$ cat src/rtl/nbh_pkg.sv
package nbh_pkg;

  localparam int LANES  = 4;
  localparam int LANE_W = 2;
  localparam int BYTE_W = 8;
  localparam int DATA_W = LANES * BYTE_W;

  localparam logic [1:0] RATIO_1   = 2'b00;
  localparam logic [1:0] RATIO_2   = 2'b01;
  localparam logic [1:0] RATIO_4   = 2'b10;
  localparam logic [1:0] RATIO_RSV = 2'b11;

  localparam logic [1:0] SZ_BYTE = 2'b00;
  localparam logic [1:0] SZ_HALF = 2'b01;

  typedef enum logic [2:0] {
    ST_IDLE,
    ST_SYNC,
    ST_ADDR,
    ST_WAIT,
    ST_ACKW,
    ST_TAIL
  } nbh_state_e;

  // number of byte beats a request size expands into
  function automatic logic [LANE_W:0] beats_of(input logic [1:0] sz);
    case (sz)
      SZ_BYTE: beats_of = 3'd1;
      SZ_HALF: beats_of = 3'd2;
      default: beats_of = 3'd4;
    endcase
  endfunction

  // lane of the first beat: byte keeps its offset, wider sizes align down
  function automatic logic [LANE_W-1:0] base_lane(input logic [1:0] sz,
                                                  input logic [LANE_W-1:0] a);
    case (sz)
      SZ_BYTE: base_lane = a;
      SZ_HALF: base_lane = {a[1], 1'b0};
      default: base_lane = '0;
    endcase
  endfunction

  // configuration legality
  function automatic logic cfg_illegal(input logic bw, input logic sync_m,
                                       input logic hs, input logic blk3,
                                       input logic [1:0] ratio);
    cfg_illegal = bw
                | (ratio == RATIO_RSV)
                | (hs & ~sync_m)
                | (hs & blk3 & (ratio != RATIO_4));
  endfunction

  // byte k of a data word
  function automatic logic [BYTE_W-1:0] lane_byte(input logic [DATA_W-1:0] w,
                                                  input logic [LANE_W-1:0] k);
    logic [DATA_W-1:0] s;
    s = w >> (BYTE_W * int'(k));
    lane_byte = s[BYTE_W-1:0];
  endfunction

endpackage

$ cat src/rtl/nbh_cfg_check.sv
module nbh_cfg_check
  import nbh_pkg::*;
(
  input  logic       cfg_bw,
  input  logic       cfg_sync,
  input  logic       cfg_hs,
  input  logic       cfg_blk3,
  input  logic [1:0] cfg_ratio,
  output logic       cfg_err
);

  always_comb begin
    cfg_err = cfg_illegal(cfg_bw, cfg_sync, cfg_hs, cfg_blk3, cfg_ratio);
  end

endmodule

$ cat src/rtl/nbh_beat_seq.sv
module nbh_beat_seq
  import nbh_pkg::*;
#(
  parameter int WAIT_W   = 4,
  parameter int TAIL_CYC = 2
) (
  input  logic              clk,
  input  logic              rst_n,
  input  logic              start,
  input  logic [1:0]        size,
  input  logic [WAIT_W-1:0] cfg_wait,
  input  logic              cfg_hs,
  input  logic              sys_phase,
  input  logic              ext_ack,
  output nbh_state_e        state,
  output logic [LANE_W-1:0] beat_idx,
  output logic              beat_start,
  output logic              ack_take,
  output logic              beat_end,
  output logic              xfer_end,
  output logic              in_addr,
  output logic              in_strobe
);

  localparam int TAIL_W = $clog2(TAIL_CYC + 1);
  localparam logic [TAIL_W-1:0] TAIL_LAST = TAIL_W'(TAIL_CYC - 1);

  logic [LANE_W:0]   beats_q;
  logic [WAIT_W-1:0] wait_q;
  logic [WAIT_W-1:0] wcnt;
  logic [TAIL_W-1:0] tcnt;
  logic              hs_q;
  logic              last_beat;

  always_comb begin
    beat_start = (state == ST_SYNC) & sys_phase & ~(hs_q & ext_ack);
    ack_take   = (state == ST_ACKW) & ext_ack;
    beat_end   = (state == ST_TAIL) & (tcnt == TAIL_LAST);
    last_beat  = ({1'b0, beat_idx} == (beats_q - 3'd1));
    xfer_end   = beat_end & last_beat;
    in_addr    = (state == ST_ADDR);
    in_strobe  = (state == ST_WAIT) | (state == ST_ACKW) | (state == ST_TAIL);
  end

  always_ff @(posedge clk or negedge rst_n) begin
    if (!rst_n) begin
      state    <= ST_IDLE;
      beat_idx <= '0;
      beats_q  <= '0;
      wait_q   <= '0;
      wcnt     <= '0;
      tcnt     <= '0;
      hs_q     <= 1'b0;
    end else begin
      case (state)
        ST_IDLE: begin
          if (start) begin
            beats_q  <= beats_of(size);
            wait_q   <= cfg_wait;
            hs_q     <= cfg_hs;
            beat_idx <= '0;
            state    <= ST_SYNC;
          end
        end
        ST_SYNC: begin
          if (beat_start) state <= ST_ADDR;
        end
        ST_ADDR: begin
          wcnt <= wait_q;
          tcnt <= '0;
          if (wait_q != '0)  state <= ST_WAIT;
          else if (hs_q)     state <= ST_ACKW;
          else               state <= ST_TAIL;
        end
        ST_WAIT: begin
          wcnt <= wcnt - WAIT_W'(1);
          if (wcnt == WAIT_W'(1)) state <= hs_q ? ST_ACKW : ST_TAIL;
        end
        ST_ACKW: begin
          if (ack_take) state <= ST_TAIL;
        end
        ST_TAIL: begin
          if (beat_end) begin
            if (last_beat) begin
              state <= ST_IDLE;
            end else begin
              beat_idx <= beat_idx + LANE_W'(1);
              state    <= ST_SYNC;
            end
          end else begin
            tcnt <= tcnt + TAIL_W'(1);
          end
        end
        default: state <= ST_IDLE;
      endcase
    end
  end

endmodule

$ cat src/rtl/nbh_rd_pack.sv
module nbh_rd_pack
  import nbh_pkg::*;
(
  input  logic              clk,
  input  logic              rst_n,
  input  logic              clear,
  input  logic              cap,
  input  logic [LANE_W-1:0] lane,
  input  logic [BYTE_W-1:0] din,
  output logic [DATA_W-1:0] rd_data
);

  for (genvar g = 0; g < LANES; g++) begin : g_lane
    logic [BYTE_W-1:0] lane_q;
    always_ff @(posedge clk or negedge rst_n) begin
      if (!rst_n)                              lane_q <= '0;
      else if (clear)                          lane_q <= '0;
      else if (cap && (lane == LANE_W'(g)))    lane_q <= din;
    end
    assign rd_data[g*BYTE_W +: BYTE_W] = lane_q;
  end

endmodule

$ cat src/rtl/nbh_ctrl.sv
module nbh_ctrl
  import nbh_pkg::*;
#(
  parameter int ADDR_W   = 32,
  parameter int WAIT_W   = 4,
  parameter int TAIL_CYC = 2
) (
  input  logic              clk,
  input  logic              rst_n,
  input  logic              cfg_bw,
  input  logic              cfg_sync,
  input  logic              cfg_hs,
  input  logic              cfg_blk3,
  input  logic [1:0]        cfg_ratio,
  input  logic [WAIT_W-1:0] cfg_wait,
  output logic              cfg_err,
  input  logic              sys_phase,
  input  logic              req_valid,
  output logic              req_ready,
  input  logic              req_write,
  input  logic [1:0]        req_size,
  input  logic [ADDR_W-1:0] req_addr,
  input  logic [31:0]       req_wdata,
  output logic              req_done,
  output logic [31:0]       rd_data,
  output logic [ADDR_W-1:0] ext_addr,
  output logic              ext_as_n,
  output logic              ext_rd_n,
  output logic              ext_we_n,
  output logic              ext_doe,
  output logic [7:0]        ext_dout,
  input  logic [7:0]        ext_din,
  input  logic              ext_ack
);

  nbh_state_e        state;
  logic [LANE_W-1:0] beat_idx;
  logic              beat_start, ack_take, beat_end, xfer_end;
  logic              in_addr, in_strobe;
  logic              accept, start, reject;
  logic              wr_q, done_q;
  logic [ADDR_W-1:0] base_q;
  logic [DATA_W-1:0] wdata_q;

  nbh_cfg_check u_cfg (
    .cfg_bw    (cfg_bw),
    .cfg_sync  (cfg_sync),
    .cfg_hs    (cfg_hs),
    .cfg_blk3  (cfg_blk3),
    .cfg_ratio (cfg_ratio),
    .cfg_err   (cfg_err)
  );

  assign req_ready = (state == ST_IDLE);
  assign accept    = req_valid & req_ready;
  assign start     = accept & ~cfg_err;
  assign reject    = accept & cfg_err;

  nbh_beat_seq #(.WAIT_W(WAIT_W), .TAIL_CYC(TAIL_CYC)) u_seq (
    .clk        (clk),
    .rst_n      (rst_n),
    .start      (start),
    .size       (req_size),
    .cfg_wait   (cfg_wait),
    .cfg_hs     (cfg_hs),
    .sys_phase  (sys_phase),
    .ext_ack    (ext_ack),
    .state      (state),
    .beat_idx   (beat_idx),
    .beat_start (beat_start),
    .ack_take   (ack_take),
    .beat_end   (beat_end),
    .xfer_end   (xfer_end),
    .in_addr    (in_addr),
    .in_strobe  (in_strobe)
  );

  always_ff @(posedge clk or negedge rst_n) begin
    if (!rst_n) begin
      wr_q    <= 1'b0;
      base_q  <= '0;
      wdata_q <= '0;
      done_q  <= 1'b0;
    end else begin
      done_q <= xfer_end | reject;
      if (start) begin
        wr_q    <= req_write;
        base_q  <= {req_addr[ADDR_W-1:LANE_W],
                    base_lane(req_size, req_addr[LANE_W-1:0])};
        wdata_q <= req_wdata;
      end
    end
  end

  nbh_rd_pack u_rd (
    .clk     (clk),
    .rst_n   (rst_n),
    .clear   (accept),
    .cap     (beat_end & ~wr_q),
    .lane    (beat_idx),
    .din     (ext_din),
    .rd_data (rd_data)
  );

  assign req_done = done_q;
  assign ext_addr = {base_q[ADDR_W-1:LANE_W], base_q[LANE_W-1:0] | beat_idx};
  assign ext_as_n = ~in_addr;
  assign ext_rd_n = ~(in_strobe & ~wr_q);
  assign ext_we_n = ~(in_strobe & wr_q);
  assign ext_doe  = wr_q & (in_addr | in_strobe);
  assign ext_dout = lane_byte(wdata_q, beat_idx);

endmodule

$ cat config.mk
export PLATFORM = sky130hd
export DESIGN_NAME = nbh_ctrl
export DESIGN_NICKNAME = d
export VERILOG_FILES = /design/src/rtl/nbh_pkg.sv /design/src/rtl/nbh_cfg_check.sv /design/src/rtl/nbh_beat_seq.sv /design/src/rtl/nbh_rd_pack.sv /design/src/rtl/nbh_ctrl.sv
export SDC_FILE = /design/constraint.sdc
export NUM_CORES = 1
export LEC_CHECK = 0
export ABC_CLOCK_PERIOD_IN_PS = 2410
export BUFFER_PORTS_ARGS = -buffer_cell sky130_fd_sc_hd__buf_2
export CAP_MARGIN = 30
export CORE_MARGIN = 2
export CORE_UTILIZATION = 39
export CTS_CLUSTER_SIZE = 20
export DETAILED_ROUTE_END_ITERATION = 6
export PLACE_DENSITY = 0.59
export SYNTH_ARGS = -nofsm -noshare
export SYNTH_HDL_FRONTEND = slang
export SYNTH_SLANG_ARGS = --single-unit
$ cat constraint.sdc
create_clock -name clk -period 2.41 [get_ports clk]
set_input_delay 0.241 -clock clk [delete_from_list [all_inputs] [get_ports clk]]
set_output_delay 0.241 -clock clk [all_outputs]
set_load 0.01 [all_outputs]
==> impl_results.html, run 1 <==
<table>
<tr><th>Metric</th><th>Value</th></tr>
<tr><th colspan="2">Synth</th></tr>
<tr><td>Share of synthesized area occupied by flip-flops and latches</td><td>51.5%</td></tr>
<tr><td>Predominant post-synthesis flop cell</td><td>dfrtp_1</td></tr>
<tr><td>Synth Instances</td><td>454</td></tr>
<tr><td>Syn. warnings</td><td>0</td></tr>
<tr><td>Post-synthesis register bit count</td><td>117</td></tr>
<tr><td>Fraction of post-synthesis cell area in the top cell type by area</td><td>51.5%</td></tr>
<tr><td>Cell taking the most area after synthesis</td><td>dfrtp_1</td></tr>
<tr><td>Cell area after synthesis</td><td>0.00569 mm^2</td></tr>
<tr><td>Count of distinct cell types in the synthesized netlist</td><td>43</td></tr>
<tr><td>Top post-synthesis cells by area</td><td>dfrtp_1 51%, mux2_4 18%, nand2_1 5.3%, buf_4 4.0%, a21oi_1 3.6%</td></tr>
<tr><td>Post-synth EDFFs</td><td>0</td></tr>
<tr><td>Synthesized netlist net count</td><td>552</td></tr>
<tr><td>Proportion of register bits with asynchronous set or reset after synthesis</td><td>100%</td></tr>
<tr><td>Average size of a mapped cell</td><td>12.5 um^2</td></tr>
<tr><th colspan="2">Floorplanning</th></tr>
<tr><td>Count of boundary I/O pins</td><td>169</td></tr>
<tr><td>Total number of placement rows</td><td>44</td></tr>
<tr><td>Area enclosed by the die boundary</td><td>0.0156 mm^2</td></tr>
<tr><td>Die H</td><td>125 um</td></tr>
<tr><td>Die Width</td><td>125 um</td></tr>
<tr><td>Placeable core region</td><td>0.0144 mm^2</td></tr>
<tr><td>Initial cell density of the core</td><td>39.6%</td></tr>
<tr><th colspan="2">Timing</th></tr>
<tr><td>Final sum of negative setup slack</td><td>0 ns</td></tr>
<tr><td>Tcrit/Tclk final</td><td>88.7%</td></tr>
<tr><td>Slew Limit Fails</td><td>0</td></tr>
<tr><td>Minimum hold slack</td><td>0.0587 ns</td></tr>
<tr><td>Time the final worst path needs with I/O delays and setup</td><td>2.14 ns</td></tr>
<tr><td>Final setup violating endpoints</td><td>0</td></tr>
<tr><td>Worst slew margin relative to its limit</td><td>44.6%</td></tr>
<tr><td>Tightest Pin Transition</td><td>0.831 ns</td></tr>
<tr><td>Final count of hold timing violations</td><td>0</td></tr>
<tr><td>RSZ-0062 raised after global routing</td><td>false</td></tr>
<tr><td>Clock skew</td><td>0.00560 ns</td></tr>
<tr><td>Fmax achieved</td><td>468 MHz</td></tr>
<tr><th colspan="2">Critical path</th></tr>
<tr><td>Element type at the critical path start</td><td>register</td></tr>
<tr><td>Kind of cell adding the most delay to the critical path</td><td>flip-flops</td></tr>
<tr><td>Critical Path Fanout Max</td><td>8</td></tr>
<tr><td>Minimum setup slack among reg-to-reg paths</td><td>0.39 ns</td></tr>
<tr><td>Required arrival time at the worst endpoint</td><td>2.17 ns</td></tr>
<tr><td>Worst setup path start</td><td>u_seq.beat_idx[0]$_DFFE_PN0P_</td></tr>
<tr><td>Reg2reg start</td><td>u_seq.state[1]$_DFFE_PN0P_</td></tr>
<tr><td>CP Buf/Inv Count</td><td>2</td></tr>
<tr><td>Type of the worst setup path</td><td>reg -&gt; out</td></tr>
<tr><td>Worst Setup End Kind</td><td>output port</td></tr>
<tr><td>Depth of the worst register-to-register path</td><td>6</td></tr>
<tr><td>Setup crit end</td><td>ext_dout[4]</td></tr>
<tr><td>Slowest cell on crit path</td><td>dfrtp_1</td></tr>
<tr><td>Crit path largest cell delay</td><td>0.53 ns</td></tr>
<tr><td>Crit. path cell count</td><td>3</td></tr>
<tr><td>Destination of the worst register-to-register timing path</td><td>u_seq.beat_idx[0]$_DFFE_PN0P_</td></tr>
<tr><td>Data arrival time at the worst-slack endpoint</td><td>1.90 ns</td></tr>
<tr><td>Crit-path cells</td><td>buf_4 &gt; mux4_2 &gt; buf_2</td></tr>
<tr><th colspan="2">CTS</th></tr>
<tr><td>TritonCTS Sinks</td><td>117</td></tr>
<tr><td>Num CTS Buffers</td><td>17</td></tr>
<tr><td>Clock-pin slew reported for the worst setup and hold paths after clock tree synthesis</td><td>0.06 ns</td></tr>
<tr><td>Maximum level of the CTS H-tree</td><td>4</td></tr>
<tr><td>TritonCTS clock tree</td><td>yes</td></tr>
<tr><td>Maximum buffer depth of the clock tree</td><td>2</td></tr>
<tr><td>Clock latency of the later-clocked register in the worst-skew pair</td><td>0.41 ns</td></tr>
<tr><td>Clock root cell</td><td>clkbuf_16</td></tr>
<tr><td>Buffers inserted during post-CTS setup optimization</td><td>0</td></tr>
<tr><th colspan="2">Global routing</th></tr>
<tr><td>First-pass GRT wire length</td><td>19900 um</td></tr>
<tr><td>Via count of the first global-routing pass</td><td>3883</td></tr>
<tr><td>Antenna violations before repair</td><td>0</td></tr>
<tr><td>Combined global-route utilization of all metal layers</td><td>16.1%</td></tr>
<tr><td>Total overflow reported by the global router</td><td>0</td></tr>
<tr><td>Largest net degree at the start of global routing</td><td>66</td></tr>
<tr><th colspan="2">Routing</th></tr>
<tr><td>Avg Vias per Cell</td><td>4.82</td></tr>
<tr><td>Final wirelength</td><td>12100 um</td></tr>
<tr><td>Pre-Repair DR Iteration Count</td><td>4</td></tr>
<tr><td>Iteration-0 DRC Markers</td><td>142</td></tr>
<tr><td>Residual antenna-violating net count after detailed routing</td><td>0</td></tr>
<tr><td>Via total after detailed routing</td><td>3837</td></tr>
<tr><td>Average routed wire per standard cell</td><td>15.2 um</td></tr>
<tr><td>Drt drc</td><td>0</td></tr>
<tr><th colspan="2">Pwr</th></tr>
<tr><td>Power per cell area</td><td>1220 mW/mm^2</td></tr>
<tr><td>Maximum vdd drop</td><td>0.551 mV</td></tr>
<tr><td>Power, Total</td><td>8490 uW</td></tr>
<tr><td>Leakage power summed over all cells</td><td>0.00344 uW</td></tr>
<tr><th colspan="2">Flow run</th></tr>
<tr><td>Max-Cap Viols</td><td>0</td></tr>
<tr><th colspan="2">Cells and area</th></tr>
<tr><td>Top library cells by usage in the layout, fill and taps aside</td><td>167 x buf_2, 117 x dfrtp_1, 81 x nand2_1</td></tr>
<tr><td>Number of non-filler instances in the completed layout</td><td>796</td></tr>
<tr><td>Layout Area Growth over Synthesis</td><td>22.9%</td></tr>
<tr><td>Number of nets at the end of the flow</td><td>697</td></tr>
<tr><td>Proportion of layout cells with a drive suffix above 1</td><td>47.5%</td></tr>
<tr><td>Number of filler cells placed in the layout</td><td>1310</td></tr>
<tr><td>Utilization after layout</td><td>48.6%</td></tr>
<tr><td>Most common cell after layout, fill and taps aside</td><td>buf_2</td></tr>
<tr><td>Antenna cells</td><td>0</td></tr>
<tr><th colspan="2">Min path</th></tr>
<tr><td>Class of the tightest hold or removal check</td><td>in -&gt; reg</td></tr>
<tr><th colspan="2">Placed design</th></tr>
<tr><td>HPWL after DPL</td><td>8750 um</td></tr>
<tr><td>I/O Buffers</td><td>168</td></tr>
<tr><td>Dpl cells</td><td>763</td></tr>
<tr><td>Last weighted congestion value of the routability-driven placer</td><td>0.817</td></tr>
<tr><th colspan="2">Run status</th></tr>
<tr><td>Status</td><td>finished, final reports clean</td></tr>
</table>
[power breakdown]
| group | internal [uW] | leakage (uW) | switching [uW] |
|---|---|---|---|
| combinational | 1660 | 0.00167 | 1250 |
| clock | 1510 | 0.000273 | 883 |
| sequential | 2690 | 0.00149 | 496 |
[how the worst min path moves through the flow]
stage / cells after the start / slack (ns) / startpoint / end
after floorplan: 0 / -0.05 / rst_n / base_q[0]$_DFFE_PN0P_
after global placement: 1 / 0.40 / rst_n / base_q[31]$_DFFE_PN0P_
after detailed placement: 1 / 0.40 / rst_n / base_q[31]$_DFFE_PN0P_
after CTS: 2 / 0.03 / req_wdata[0] / wdata_q[0]$_DFFE_PN0P_
after global routing: 2 / 0.04 / req_wdata[28] / wdata_q[28]$_DFFE_PN0P_
final: 2 / 0.06 / req_wdata[0] / wdata_q[0]$_DFFE_PN0P_
[layer usage]
layer,vias up,GRT usage (%),wire (um)
met3,19,5.03,774
met5,-,0,0
li1,1825,-,-
met1,1866,21.7,5650
met4,0,6.68,216
met2,127,24.0,5490
[through the flow]
step                cell area, um^2  setup WS [ns]
floorplan                      5690          0.517
global placement               6410          0.489
detailed placement             6410          0.425
CTS                            6990          0.208
global route                   6990          0.151
finish                         6990          0.271
[timing repair]
action                                 in CTS  in global routing
endpoints found under the hold margin      62                  0
resized for setup                           0                  0
hold buffers                                1                  0
[cell families (layout without fill, tap and decap cells)]
logic type	Yosys count	count (layout)	share of synthesized area (%)
fa+ha+maj	8	8	1.76
flops	117	117	51.5
simple gates	118	118	9.20
xor+xnor	3	3	0.462
compound gates	66	66	6.62
buf+inv	62	220	8.65
mux	80	80	21.8
[area by class of cell]
| type | count | area [um^2] | share of cell area (%) |
|---|---|---|---|
| repair buffers | 178 | 958 | 13.7 |
| inverters | 10 | 37.5 | 0.537 |
| flip-flops and latches | 117 | 2930 | 41.9 |
| clock inverters | 13 | 134 | 1.92 |
| clock buffers | 19 | 433 | 6.20 |
| well taps | 184 | 230 | 3.30 |
| multi-input cells | 275 | 2270 | 32.4 |
[cell usage after synthesis (all sizes together) (3+ instances only)]
master and n:
nor3 3, mux4 8, nand3 3, o21ai 10, clkbuf 5, nand2b 7, buf 47, ha 8
a21oi 41, and2 5, inv 10, nand2 81, mux2 70, nand3b 3, nor2 9, dfrtp 117
[flip-flops by register name, indices dropped and copies added, names as in the netlist]
| signal | flops |
|---|---|
| base_q | 32 |
| req_done | 1 |
| u_rd.g_lane.lane_q | 32 |
| u_seq.beat_idx | 2 |
| u_seq.beats_q | 3 |
| u_seq.hs_q | 1 |
| u_seq.state | 3 |
| u_seq.tcnt | 2 |
| u_seq.wait_q | 4 |
| u_seq.wcnt | 4 |
| wdata_q | 32 |
| wr_q | 1 |
(Power assumes the default switching activity.)
==> run 2: changes to the inputs <==
--- a/config.mk
+++ b/config.mk
@@ -5,7 +5,7 @@
 export SDC_FILE = /design/constraint.sdc
 export NUM_CORES = 1
 export LEC_CHECK = 0
-export ABC_CLOCK_PERIOD_IN_PS = 2410
+export ABC_CLOCK_PERIOD_IN_PS = 2600
 export BUFFER_PORTS_ARGS = -buffer_cell sky130_fd_sc_hd__buf_2
 export CAP_MARGIN = 30
 export CORE_MARGIN = 2
==> constraint.sdc (replaced) <==
create_clock -name clk -period 2.6 [get_ports clk]
set_input_delay 0.26 -clock clk [delete_from_list [all_inputs] [get_ports clk]]
set_output_delay 0.26 -clock clk [all_outputs]
set_load 0.01 [all_outputs]
==> impl_results.html, run 2 (same netlist as run 1, synthesis figures left out) <==
<table>
<tr><th>Metric</th><th>Value</th></tr>
<tr><th colspan="2">Run status</th></tr>
<tr><td>Status</td><td>finished, final reports clean</td></tr>
<tr><th colspan="2">Routing</th></tr>
<tr><td>Iteration-0 DRC Markers</td><td>266 (+87%)</td></tr>
<tr><td>Residual antenna-violating net count after detailed routing</td><td>0 (unchanged)</td></tr>
<tr><td>Pre-Repair DR Iteration Count</td><td>4 (unchanged)</td></tr>
<tr><td>Average routed wire per standard cell</td><td>15.6 um (+2.6%)</td></tr>
<tr><td>Final wirelength</td><td>12400 um (+2.5%)</td></tr>
<tr><td>Drt drc</td><td>0 (unchanged)</td></tr>
<tr><td>Via total after detailed routing</td><td>3839 (+0.052%)</td></tr>
<tr><td>Avg Vias per Cell</td><td>4.83 (+0.18%)</td></tr>
<tr><th colspan="2">CTS</th></tr>
<tr><td>Clock root cell</td><td>clkbuf_16</td></tr>
<tr><td>Maximum buffer depth of the clock tree</td><td>2 (unchanged)</td></tr>
<tr><td>Clock latency of the later-clocked register in the worst-skew pair</td><td>0.41 ns (about the same)</td></tr>
<tr><td>Clock-pin slew reported for the worst setup and hold paths after clock tree synthesis</td><td>0.05 ns (about the same)</td></tr>
<tr><td>TritonCTS clock tree</td><td>yes</td></tr>
<tr><td>TritonCTS Sinks</td><td>117 (unchanged)</td></tr>
<tr><td>Quantity of gates resized following cts</td><td>0 (unchanged)</td></tr>
<tr><td>Maximum level of the CTS H-tree</td><td>4 (unchanged)</td></tr>
<tr><td>Num CTS Buffers</td><td>17 (unchanged)</td></tr>
<tr><th colspan="2">Pwr</th></tr>
<tr><td>Maximum vdd drop</td><td>0.459 mV (-17%)</td></tr>
<tr><td>Power, Total</td><td>7950 uW (-6.3%)</td></tr>
<tr><td>Power per cell area</td><td>1140 mW/mm^2 (-6.5%)</td></tr>
<tr><td>Leakage power summed over all cells</td><td>0.00344 uW (about the same)</td></tr>
<tr><th colspan="2">Global routing</th></tr>
<tr><td>First-pass GRT wire length</td><td>20300 um (+1.9%)</td></tr>
<tr><td>Total overflow reported by the global router</td><td>0 (unchanged)</td></tr>
<tr><td>Antenna violations before repair</td><td>0 (unchanged)</td></tr>
<tr><td>Via count of the first global-routing pass</td><td>3940 (+1.5%)</td></tr>
<tr><td>Largest net degree at the start of global routing</td><td>48 (-27%)</td></tr>
<tr><td>Combined global-route utilization of all metal layers</td><td>16.3% (+0.26 points)</td></tr>
<tr><th colspan="2">Cells and area</th></tr>
<tr><td>Largest registers</td><td>base_q x32, u_rd.g_lane.lane_q x32, wdata_q x32</td></tr>
<tr><td>Number of filler cells placed in the layout</td><td>1292 (-1.4%)</td></tr>
<tr><td>Top library cells by usage in the layout, fill and taps aside</td><td>167 x buf_2, 117 x dfrtp_1, 81 x nand2_1</td></tr>
<tr><td>Number of nets at the end of the flow</td><td>696 (-0.14%)</td></tr>
<tr><td>Layout Area Growth over Synthesis</td><td>23.1%</td></tr>
<tr><td>Antenna cells</td><td>0 (unchanged)</td></tr>
<tr><td>Most common cell after layout, fill and taps aside</td><td>buf_2</td></tr>
<tr><td>Proportion of layout cells with a drive suffix above 1</td><td>47.6% (+0.078 points)</td></tr>
<tr><th colspan="2">Timing</th></tr>
<tr><td>Tcrit/Tclk final</td><td>84.4%</td></tr>
<tr><td>Minimum hold slack</td><td>0.0772 ns (+0.0185 ns)</td></tr>
<tr><td>Clock skew</td><td>0.00606 ns (+0.000460 ns)</td></tr>
<tr><td>Final sum of negative setup slack</td><td>0 ns (unchanged)</td></tr>
<tr><td>Final setup violating endpoints</td><td>0 (unchanged)</td></tr>
<tr><td>Fmax achieved</td><td>456 MHz</td></tr>
<tr><td>Time the final worst path needs with I/O delays and setup</td><td>2.19 ns</td></tr>
<tr><td>RSZ-0062 raised after global routing</td><td>false</td></tr>
<tr><td>Worst slew margin relative to its limit</td><td>58.4% (+14 points)</td></tr>
<tr><td>Tightest Pin Transition</td><td>0.616 ns (-0.215 ns)</td></tr>
<tr><td>Final count of hold timing violations</td><td>0 (unchanged)</td></tr>
<tr><td>Slew Limit Fails</td><td>0 (unchanged)</td></tr>
<tr><th colspan="2">Critical path</th></tr>
<tr><td>Worst Setup End Kind</td><td>output port</td></tr>
<tr><td>Required arrival time at the worst endpoint</td><td>2.34 ns (+0.17 ns)</td></tr>
<tr><td>Type of the worst setup path</td><td>reg -&gt; out</td></tr>
<tr><td>Crit-path cells</td><td>buf_4 &gt; mux4_2 &gt; buf_2</td></tr>
<tr><td>Element type at the critical path start</td><td>register</td></tr>
<tr><td>Data arrival time at the worst-slack endpoint</td><td>1.93 ns (+0.03 ns)</td></tr>
<tr><td>Crit path largest cell delay</td><td>0.59 ns (+0.06 ns)</td></tr>
<tr><td>Critical Path Fanout Max</td><td>8 (unchanged)</td></tr>
<tr><td>Slowest cell on crit path</td><td>dfrtp_1</td></tr>
<tr><th colspan="2">Floorplanning</th></tr>
<tr><td>Area enclosed by the die boundary</td><td>0.0156 mm^2 (unchanged)</td></tr>
<tr><td>Die Width</td><td>125 um (unchanged)</td></tr>
<tr><td>Total number of placement rows</td><td>44 (unchanged)</td></tr>
<tr><td>Count of boundary I/O pins</td><td>169 (unchanged)</td></tr>
<tr><td>Die H</td><td>125 um (unchanged)</td></tr>
<tr><td>Initial cell density of the core</td><td>39.6% (unchanged)</td></tr>
<tr><td>Placeable core region</td><td>0.0144 mm^2 (unchanged)</td></tr>
<tr><th colspan="2">Placed design</th></tr>
<tr><td>HPWL after DPL</td><td>8840 um (+1.0%)</td></tr>
<tr><td>I/O Buffers</td><td>168 (unchanged)</td></tr>
<tr><td>Last weighted congestion value of the routability-driven placer</td><td>0.809 (-0.95%)</td></tr>
<tr><th colspan="2">Min path</th></tr>
<tr><td>Class of the tightest hold or removal check</td><td>in -&gt; reg</td></tr>
<tr><th colspan="2">Flow run</th></tr>
<tr><td>Max-Cap Viols</td><td>0 (unchanged)</td></tr>
</table>
[run 2: layout make-up]
cell class	count	area [um^2]	share of cell area (%)
timing repair buffer	177	951	13.6
clock buffer	20	457	6.53
sequential	117	2930	41.8
multi-input combinational	275	2270	32.4
inverter	10	37.5	0.536
clock inverter	12	128	1.82
tap	184	230	3.29
[run 2: timing repair]
item	in CTS	in global routing
buffers inserted	0	0
endpoints found under the hold margin	44	0
hold buffers	1	0
[run 2: worst paths after layout]
check | start | to | slack, ns | cells past startpoint
setup reg to reg | u_seq.state[1]$_DFFE_PN0P_ | u_seq.beat_idx[0]$_DFFE_PN0P_ | 0.55 | 6
min in group asynchronous | rst_n | u_seq.wait_q[3]$_DFFE_PN0P_ | 0.41 | 2
hold / removal | cfg_wait[3] | u_seq.wait_q[3]$_DFFE_PN0P_ | 0.08 | 2
max in group asynchronous | rst_n | wdata_q[4]$_DFFE_PN0P_ | 1.48 | 3
setup / recovery | u_seq.beat_idx[0]$_DFFE_PN0P_ | ext_dout[7] | 0.41 | 3
hold reg to reg | base_q[0]$_DFFE_PN0P_ | base_q[0]$_DFFE_PN0P_ | 0.47 | 2
[run 2: layer usage]
| layer | share of wire, % | up-vias | GRT usage, % |
|---|---|---|---|
| li1 | - | 1816 | - |
| met1 | 45 | 1859 | 22.4 |
| met2 | 46 | 152 | 24.3 |
| met3 | 7.6 | 12 | 5.58 |
| met4 | 1.3 | 0 | 5.55 |
| met5 | 0 | - | 0 |
[run 2: critical path: cells and delay by family, from the launching register on]
family   cells  cell delay (ns)
flops        1             0.59
mux          1             0.51
buf+inv      2             0.42
[run 2: per-stage QoR]
step	instances	worst slack [ns]	instance area, um^2	util, %
global route	795	0.254	7000	48.7
detailed placement	762	0.585	6400	44.6
floorplan	454	0.707	5690	-
CTS	795	0.330	7000	48.7
global placement	762	0.645	6400	44.6
finish	795	0.406	7000	48.7
[run 2: power breakdown]
group,switching (uW),internal (uW)
combinational,1140,1530
sequential,493,2490
clock,838,1460
